File: src/rtl/brt_pkg.sv
package brt_pkg;

  localparam int BRT_XLEN = 32;
  localparam int BRT_FLAG_W = 8;

  typedef logic [BRT_XLEN-1:0] brt_word_t;

  typedef enum logic {
    BRT_SRC_EXT = 1'b0,
    BRT_SRC_REG = 1'b1
  } brt_src_e;

  typedef enum logic {
    BRT_MODE_REL = 1'b0,
    BRT_MODE_ABS = 1'b1
  } brt_mode_e;

  typedef struct packed {
    logic      taken;
    brt_word_t next_pc;
  } brt_result_t;

  // flag bit positions; bit 0 is reserved and never tested
  localparam int BRT_FLG_RSVD  = 0;
  localparam int BRT_FLG_CARRY = 1;
  localparam int BRT_FLG_DIVZ  = 2;
  localparam int BRT_FLG_NEQ   = 3;
  localparam int BRT_FLG_EQ    = 4;
  localparam int BRT_FLG_GT    = 5;
  localparam int BRT_FLG_LT    = 6;
  localparam int BRT_FLG_OVF   = 7;

endpackage

File: src/rtl/brt_cond_eval.sv
module brt_cond_eval #(
  parameter int MASK_W = 8,
  parameter logic [MASK_W-1:0] RSVD_BITS = 1
) (
  input  logic [MASK_W-1:0] cond_mask,
  input  logic [MASK_W-1:0] flags,
  output logic              cond_taken
);

  logic [MASK_W-1:0] hit;

  genvar g;
  generate
    for (g = 0; g < MASK_W; g++) begin : g_bit
      if (RSVD_BITS[g]) begin : g_rsvd
        assign hit[g] = 1'b0;
      end else begin : g_live
        assign hit[g] = cond_mask[g] & flags[g];
      end
    end
  endgenerate

  always_comb begin
    cond_taken = (cond_mask == '0) || (|hit);
  end

endmodule

File: src/rtl/brt_target_calc.sv
module brt_target_calc
  import brt_pkg::*;
#(
  parameter int REL_BIAS = -1
) (
  input  brt_src_e  src_sel,
  input  brt_mode_e mode,
  input  logic      taken,
  input  brt_word_t ext_word,
  input  brt_word_t reg_word,
  input  brt_word_t pc,
  output brt_word_t next_pc
);

  localparam brt_word_t BIAS_W = brt_word_t'(REL_BIAS);
  localparam brt_word_t STEP_REG = brt_word_t'(1);
  localparam brt_word_t STEP_EXT = brt_word_t'(2);

  brt_word_t operand;
  brt_word_t rel_tgt;
  brt_word_t seq_pc;

  always_comb begin
    operand = (src_sel == BRT_SRC_REG) ? reg_word : ext_word;
    rel_tgt = pc + operand + BIAS_W;
    seq_pc  = pc + ((src_sel == BRT_SRC_REG) ? STEP_REG : STEP_EXT);
    if (!taken) begin
      next_pc = seq_pc;
    end else if (mode == BRT_MODE_ABS) begin
      next_pc = operand;
    end else begin
      next_pc = rel_tgt;
    end
  end

endmodule

File: src/rtl/brt_out_stage.sv
module brt_out_stage
  import brt_pkg::*;
(
  input  logic        clk,
  input  logic        rst_n,
  input  logic        in_valid,
  output logic        in_ready,
  input  brt_result_t in_data,
  output logic        out_valid,
  input  logic        out_ready,
  output brt_result_t out_data
);

  logic fire_in;

  assign in_ready = !out_valid || out_ready;
  assign fire_in  = in_valid && in_ready;

  always_ff @(posedge clk) begin
    if (!rst_n) begin
      out_valid <= 1'b0;
      out_data  <= '0;
    end else if (fire_in) begin
      out_valid <= 1'b1;
      out_data  <= in_data;
    end else if (out_ready) begin
      out_valid <= 1'b0;
    end
  end

  AST_HOLD_STALLED: assert property (@(posedge clk) disable iff (!rst_n)
    (out_valid && !out_ready) |=> (out_valid && $stable(out_data))) else $error("stalled result changed");

endmodule

File: src/rtl/brt_branch_unit.sv
module brt_branch_unit
  import brt_pkg::*;
#(
  parameter int MASK_LSB = 13,
  parameter int MASK_W   = 8,
  parameter int SRC_BIT  = 23,
  parameter int MODE_BIT = 24,
  parameter int REL_BIAS = -1
) (
  input  logic        clk,
  input  logic        rst_n,
  input  logic        req_valid,
  output logic        req_ready,
  input  logic [31:0] req_instr,
  input  logic [31:0] req_ext,
  input  logic [31:0] req_reg,
  input  logic [31:0] req_pc,
  input  logic [7:0]  req_flags,
  output logic        rsp_valid,
  input  logic        rsp_ready,
  output logic        rsp_taken,
  output logic [31:0] rsp_pc
);

  localparam int MASK_MSB = MASK_LSB + MASK_W - 1;
  localparam logic [31:0] USED_BITS =
    (((32'd1 << MASK_W) - 32'd1) << MASK_LSB) | (32'd1 << SRC_BIT) | (32'd1 << MODE_BIT);
  localparam logic [MASK_W-1:0] RSVD = MASK_W'(1) << BRT_FLG_RSVD;

  logic [MASK_W-1:0] cond_mask;
  brt_src_e          src_sel;
  brt_mode_e         mode;
  logic              cond_taken;
  brt_word_t         next_pc;
  brt_result_t       res_in;
  brt_result_t       res_out;
  logic              unused_instr_bits;

  assign cond_mask = req_instr[MASK_MSB:MASK_LSB];
  assign src_sel   = brt_src_e'(req_instr[SRC_BIT]);
  assign mode      = brt_mode_e'(req_instr[MODE_BIT]);
  assign unused_instr_bits = ^(req_instr & ~USED_BITS);

  brt_cond_eval #(
    .MASK_W   (MASK_W),
    .RSVD_BITS(RSVD)
  ) u_cond (
    .cond_mask (cond_mask),
    .flags     (req_flags[MASK_W-1:0]),
    .cond_taken(cond_taken)
  );

  brt_target_calc #(
    .REL_BIAS(REL_BIAS)
  ) u_tgt (
    .src_sel (src_sel),
    .mode    (mode),
    .taken   (cond_taken),
    .ext_word(req_ext),
    .reg_word(req_reg),
    .pc      (req_pc),
    .next_pc (next_pc)
  );

  assign res_in.taken   = cond_taken;
  assign res_in.next_pc = next_pc;

  brt_out_stage u_out (
    .clk      (clk),
    .rst_n    (rst_n),
    .in_valid (req_valid),
    .in_ready (req_ready),
    .in_data  (res_in),
    .out_valid(rsp_valid),
    .out_ready(rsp_ready),
    .out_data (res_out)
  );

  assign rsp_taken = res_out.taken;
  assign rsp_pc    = res_out.next_pc;

  AST_ACCEPT_SHOWS: assert property (@(posedge clk) disable iff (!rst_n)
    (req_valid && req_ready) |=> rsp_valid) else $error("accepted request lost");

  AST_ZERO_MASK_TAKEN: assert property (@(posedge clk) disable iff (!rst_n)
    (req_valid && req_ready && cond_mask == '0) |=> rsp_taken) else $error("zero mask not taken");

  AST_RSVD_NEVER: assert property (@(posedge clk) disable iff (!rst_n)
    (req_valid && req_ready && cond_mask == RSVD) |=> !rsp_taken) else $error("reserved flag took branch");

  AST_FALL_THROUGH: assert property (@(posedge clk) disable iff (!rst_n)
    (req_valid && req_ready && !cond_taken) |=>
      (rsp_pc == $past(req_pc) + ($past(req_instr[SRC_BIT]) ? 32'd1 : 32'd2))) else $error("bad fall-through pc");

endmodule

File: config.mk
export PLATFORM = sky130hd
export DESIGN_NAME = brt_branch_unit
export DESIGN_NICKNAME = d
export VERILOG_FILES = /design/src/rtl/brt_pkg.sv /design/src/rtl/brt_cond_eval.sv /design/src/rtl/brt_target_calc.sv /design/src/rtl/brt_out_stage.sv /design/src/rtl/brt_branch_unit.sv
export SDC_FILE = /design/constraint.sdc
export NUM_CORES = 1
export LEC_CHECK = 0
export CAP_MARGIN = 20
export CORE_AREA = 2 2 104 106
export DETAILED_ROUTE_END_ITERATION = 8
export DIE_AREA = 0 0 106 108
export GPL_TIMING_DRIVEN = 0
export PLACE_DENSITY = 0.93
export SLEW_MARGIN = 20
export SYNTH_ARGS = -nofsm -noshare
export SYNTH_HDL_FRONTEND = slang
export SYNTH_SLANG_ARGS = --single-unit
File: constraint.sdc
create_clock -name clk -period 15 [get_ports clk]
set_clock_uncertainty 0.05 [all_clocks]
set_input_delay 3.75 -clock clk [delete_from_list [all_inputs] [get_ports clk]]
set_output_delay 3.75 -clock clk [all_outputs]
set_load 0.02 [all_outputs]
==> metrics.md <==
| Metric | Value |
|---|---|
| Status | complete, no violations |
| Layout filler cell count | 884 |
| WL met1 | between 7000 and 8000 microns |
| Distinct cells, synth | 64 |
| Period utilisation layout | 0.591 |
| WL met3 | 2140 microns |
| Critical path's top delay family | buffers and inverters |
| Max Slew Vio Count | 0 |
| IO Pins | approximately 180 |
| Largest net degree at the start of global routing | 12 |
| Input/output buffers | 150 |
| Max clock buf depth | 2 |
| Share of cells above drive strength 1 | 0.0268 |
| Vias | slightly below 6,000 |
| Hold WC Path Type | register to register |
| Synth area leaders | ha_1, dfxtp_1, mux2i_1, inv_1, xnor2_1 |
| Slew headroom | 0.282 |
| #FFs+latches synth | 34 |
| Met2 wire len | 8120 microns |
| Min Tclk post-route | 8.86 ns |
| Avg WL per Cell | around 18 microns |
| Area growth from synthesis to layout | 35.3% |
| Clk Tree Root Cell | clkbuf_8 |
| Synthesized net count | slightly above 900 |
| Mapped cell area | roughly 5000 sq um |
| Final Hold Viols | 0 |
| Inst Count DP | between 900 and 1,000 |
| FMAX | 113 MHz |
| Setup TNS | 0 ns |
| RSZ-0062 raised after global routing | no |
| Quantity of gates resized following cts | 0 |
| Die width | 106 microns |
| Clk Latency, worst-skew pair | 0.31 ns |
| Die height | 108 microns |
| Core area | between 10,000 and 15,000 sq um |
| Power density cells | 71.7 nW/um^2 |
| Most used cell, CP | clkdlybuf4s50_1 |
| Critical path buffer and inverter count | 2 |
| Overflow after GRT | 0 |
| Die area | 11,400 sq um |
| Uppermost layer routed | met4 |
| Number of global-route vias before repair | around 5,600 |
| Starting Density | 0.490 |
| Diodes inserted | 0 |
| Ys async rst share | 0 |
| TritonRoute pass-1 iters | 6 |
| Clk slew on worst S/H paths | approximately 0.090 ns |
| CP max FO | 4 |
| H-tree depth | 2 |
| Top_reg_cell synth | dfxtp_1 |
| Worst-margin pin slew | between 1 and 1.5 ns |
| Hold Path Stages | 2 |
| Post-route DRC | 0 |
| DRT iter0 DRCs | around 500 |
| EDFF count, synth | 0 |
| Post-synth top area cell | ha_1 |
| Yosys warns | 0 |
| Worst Setup End Kind | output port |
| Setup violations, final | 0 |
| Global-route wire length before repair | about 28,000 microns |
| Post-cts hold buffer count | 0 |
| Worst path required time | approximately 11 ns |
| Clk sinks | 34 |
| Peak supply drop | a little over 0.04 mV |
| Gr usage total | 0.313 |
| Register area share after synthesis | 0.136 |
| CTS buffer count | 5 |
| CTS tree | built |
| Post-Syn Instances | 700 |
| Number of setup buffers added after CTS | 0 |
| Row Count | 37 |
| Critical-path cell list | clkdlybuf4s50_1 > nand2b_1 > clkdlybuf4s50_1 |
| Antenna-violating nets left | 0 |
| WS Path Type | primary input to output port |
| R2R depth | 6 |
| Syn Area/Cell | 7.16 sq um |
| Final cell count without fillers | just under 1,000 |
| CP peak stage delay | between 0.6 and 0.7 ns |
| Critical path arrival | about 5 ns |
| Lkg Pwr | 0.00295 uW |
| Drt total wl | 18,100 microns |
| WP depth | 3 |
| Max Cap Viol | 0 |
| Top-area cell type share of the netlist area | 0.157 |
| Critical path's slowest cell | clkdlybuf4s50_1 |
| Nets | between 1,000 and 1,500 |
| Gpl congestion | 0.957 |
| Vias/cell | a little under 6 |
| Post-DP HPWL | approximately 14,000 microns |
| Initial antenna violation count | 0 |
| Startpoint type of the worst setup path | primary input |
-- power by group --
| part | leakage, uW | internal (uW) | switching (uW) |
|---|---|---|---|
| combinational | 0.00263 | 135 | 165 |
| sequential | 0.000281 | 100 | 6.04 |
| clock | 0.0000472 | 37.1 | 42.2 |
-- synth_stat cells (2+ instances only) --
library cell,n
inv_1,101
nand2_1,73
ha_1,63
a21oi_1,48
nor2_1,47
mux2i_1,38
xnor2_1,38
dfxtp_1,34
clkbuf_1,29
o21ai_0,29
o211ai_1,20
nand3_1,15
a21o_1,13
nand4_1,13
nor3_1,12
a211oi_1,10
and3_1,10
xor2_1,9
o21a_1,7
a311oi_1,6
a31oi_1,6
nor4_1,6
nand2b_1,5
o21bai_1,5
o31ai_1,5
a211o_1,4
a22oi_1,4
buf_1,4
and4_1,3
o221ai_1,3
a31o_2,2
fa_1,2
nor2b_1,2
o2111ai_1,2
o311a_1,2
or3_1,2
-- final timing paths --
| kind | end | slack (ns) | from |
|---|---|---|---|
| min | u_out.out_data[26]$_SDFFE_PN0P_ | 0.41 | u_out.out_data[26]$_SDFFE_PN0P_ |
| max | req_ready | 6.14 | rsp_ready |
| min reg2reg | u_out.out_data[26]$_SDFFE_PN0P_ | 0.41 | u_out.out_data[26]$_SDFFE_PN0P_ |
| max reg2reg | u_out.out_data[22]$_SDFFE_PN0P_ | 12.66 | u_out.out_valid$_SDFFE_PN0P_ |
-- worst register-to-register path, stage by stage, from the launching register on --
cell and delay, ns:
dfxtp_1 0.38, nand2b_1 0.16, nand2_1 0.13, clkbuf_1 0.55
clkbuf_1 0.61, a21oi_1 0.16, a211oi_1 0.22
-- layer usage --
metal,vias to the layer above,track usage
met5,-,0
met4,0,0.111
met3,64,0.0753
met2,395,0.536
met1,2684,0.386
li1,2786,-
-- kinds of logic after synthesis --
kind of cell | synth area share
fa+ha+maj | 0.165
mux | 0.0759
flops | 0.136
buf+inv | 0.103
simple gates | 0.192
compound gates | 0.246
xor+xnor | 0.0821
-- per-stage QoR --
| stage | power [uW] | cell area (sq um) | util | worst slack (ns) | hold WS [ns] |
|---|---|---|---|---|---|
| 2_1_floorplan | 298 | 5010 | - | 7.21 | 0.480 |
| 3_3_place_gp | 394 | 6680 | 0.653 | 6.17 | 0.394 |
| 3_5_place_dp | 400 | 6680 | 0.653 | 6.16 | 0.397 |
| 4_1_cts | 479 | 6780 | 0.662 | 6.15 | 0.409 |
| 5_1_grt | 516 | 6780 | 0.662 | 6.10 | 0.431 |
| 6_report | 486 | 6780 | 0.662 | 6.14 | 0.414 |
-- final cells by class --
class | count | area, sq um | area share
flip-flops and latches | 34 | 681 | 0.100
repair buffers | 150 | 1500 | 0.222
clock buffers | 6 | 82.6 | 0.0122
plain buffers | 34 | 135 | 0.0199
inverters | 101 | 379 | 0.0559
clock inverters | 2 | 12.5 | 0.00185
multi-input cells | 531 | 3820 | 0.563
well taps | 136 | 170 | 0.0251
-- layout by cell type, fill, tap and decap left out, drive strengths merged, types with 6 or more instances in the layout --
cell           count
a31oi              6
dfxtp             34
a21o              13
and3              11
clkbuf            35
o211ai            21
a21oi             48
a211oi            11
ha                63
xnor2             38
nand4             14
nand3             16
a311oi             6
nand2             73
xor2               9
clkdlybuf4s50    150
inv              101
o21ai             30
o21a               7
nor3              14
nor2              47
nor4               7
mux2i             38
-- state kept, by name, summed over array words and instances (netlist names) --
register         flops
u_out.out_data      33
u_out.out_valid      1
Note: power is estimated with default switching activity, not from simulation.
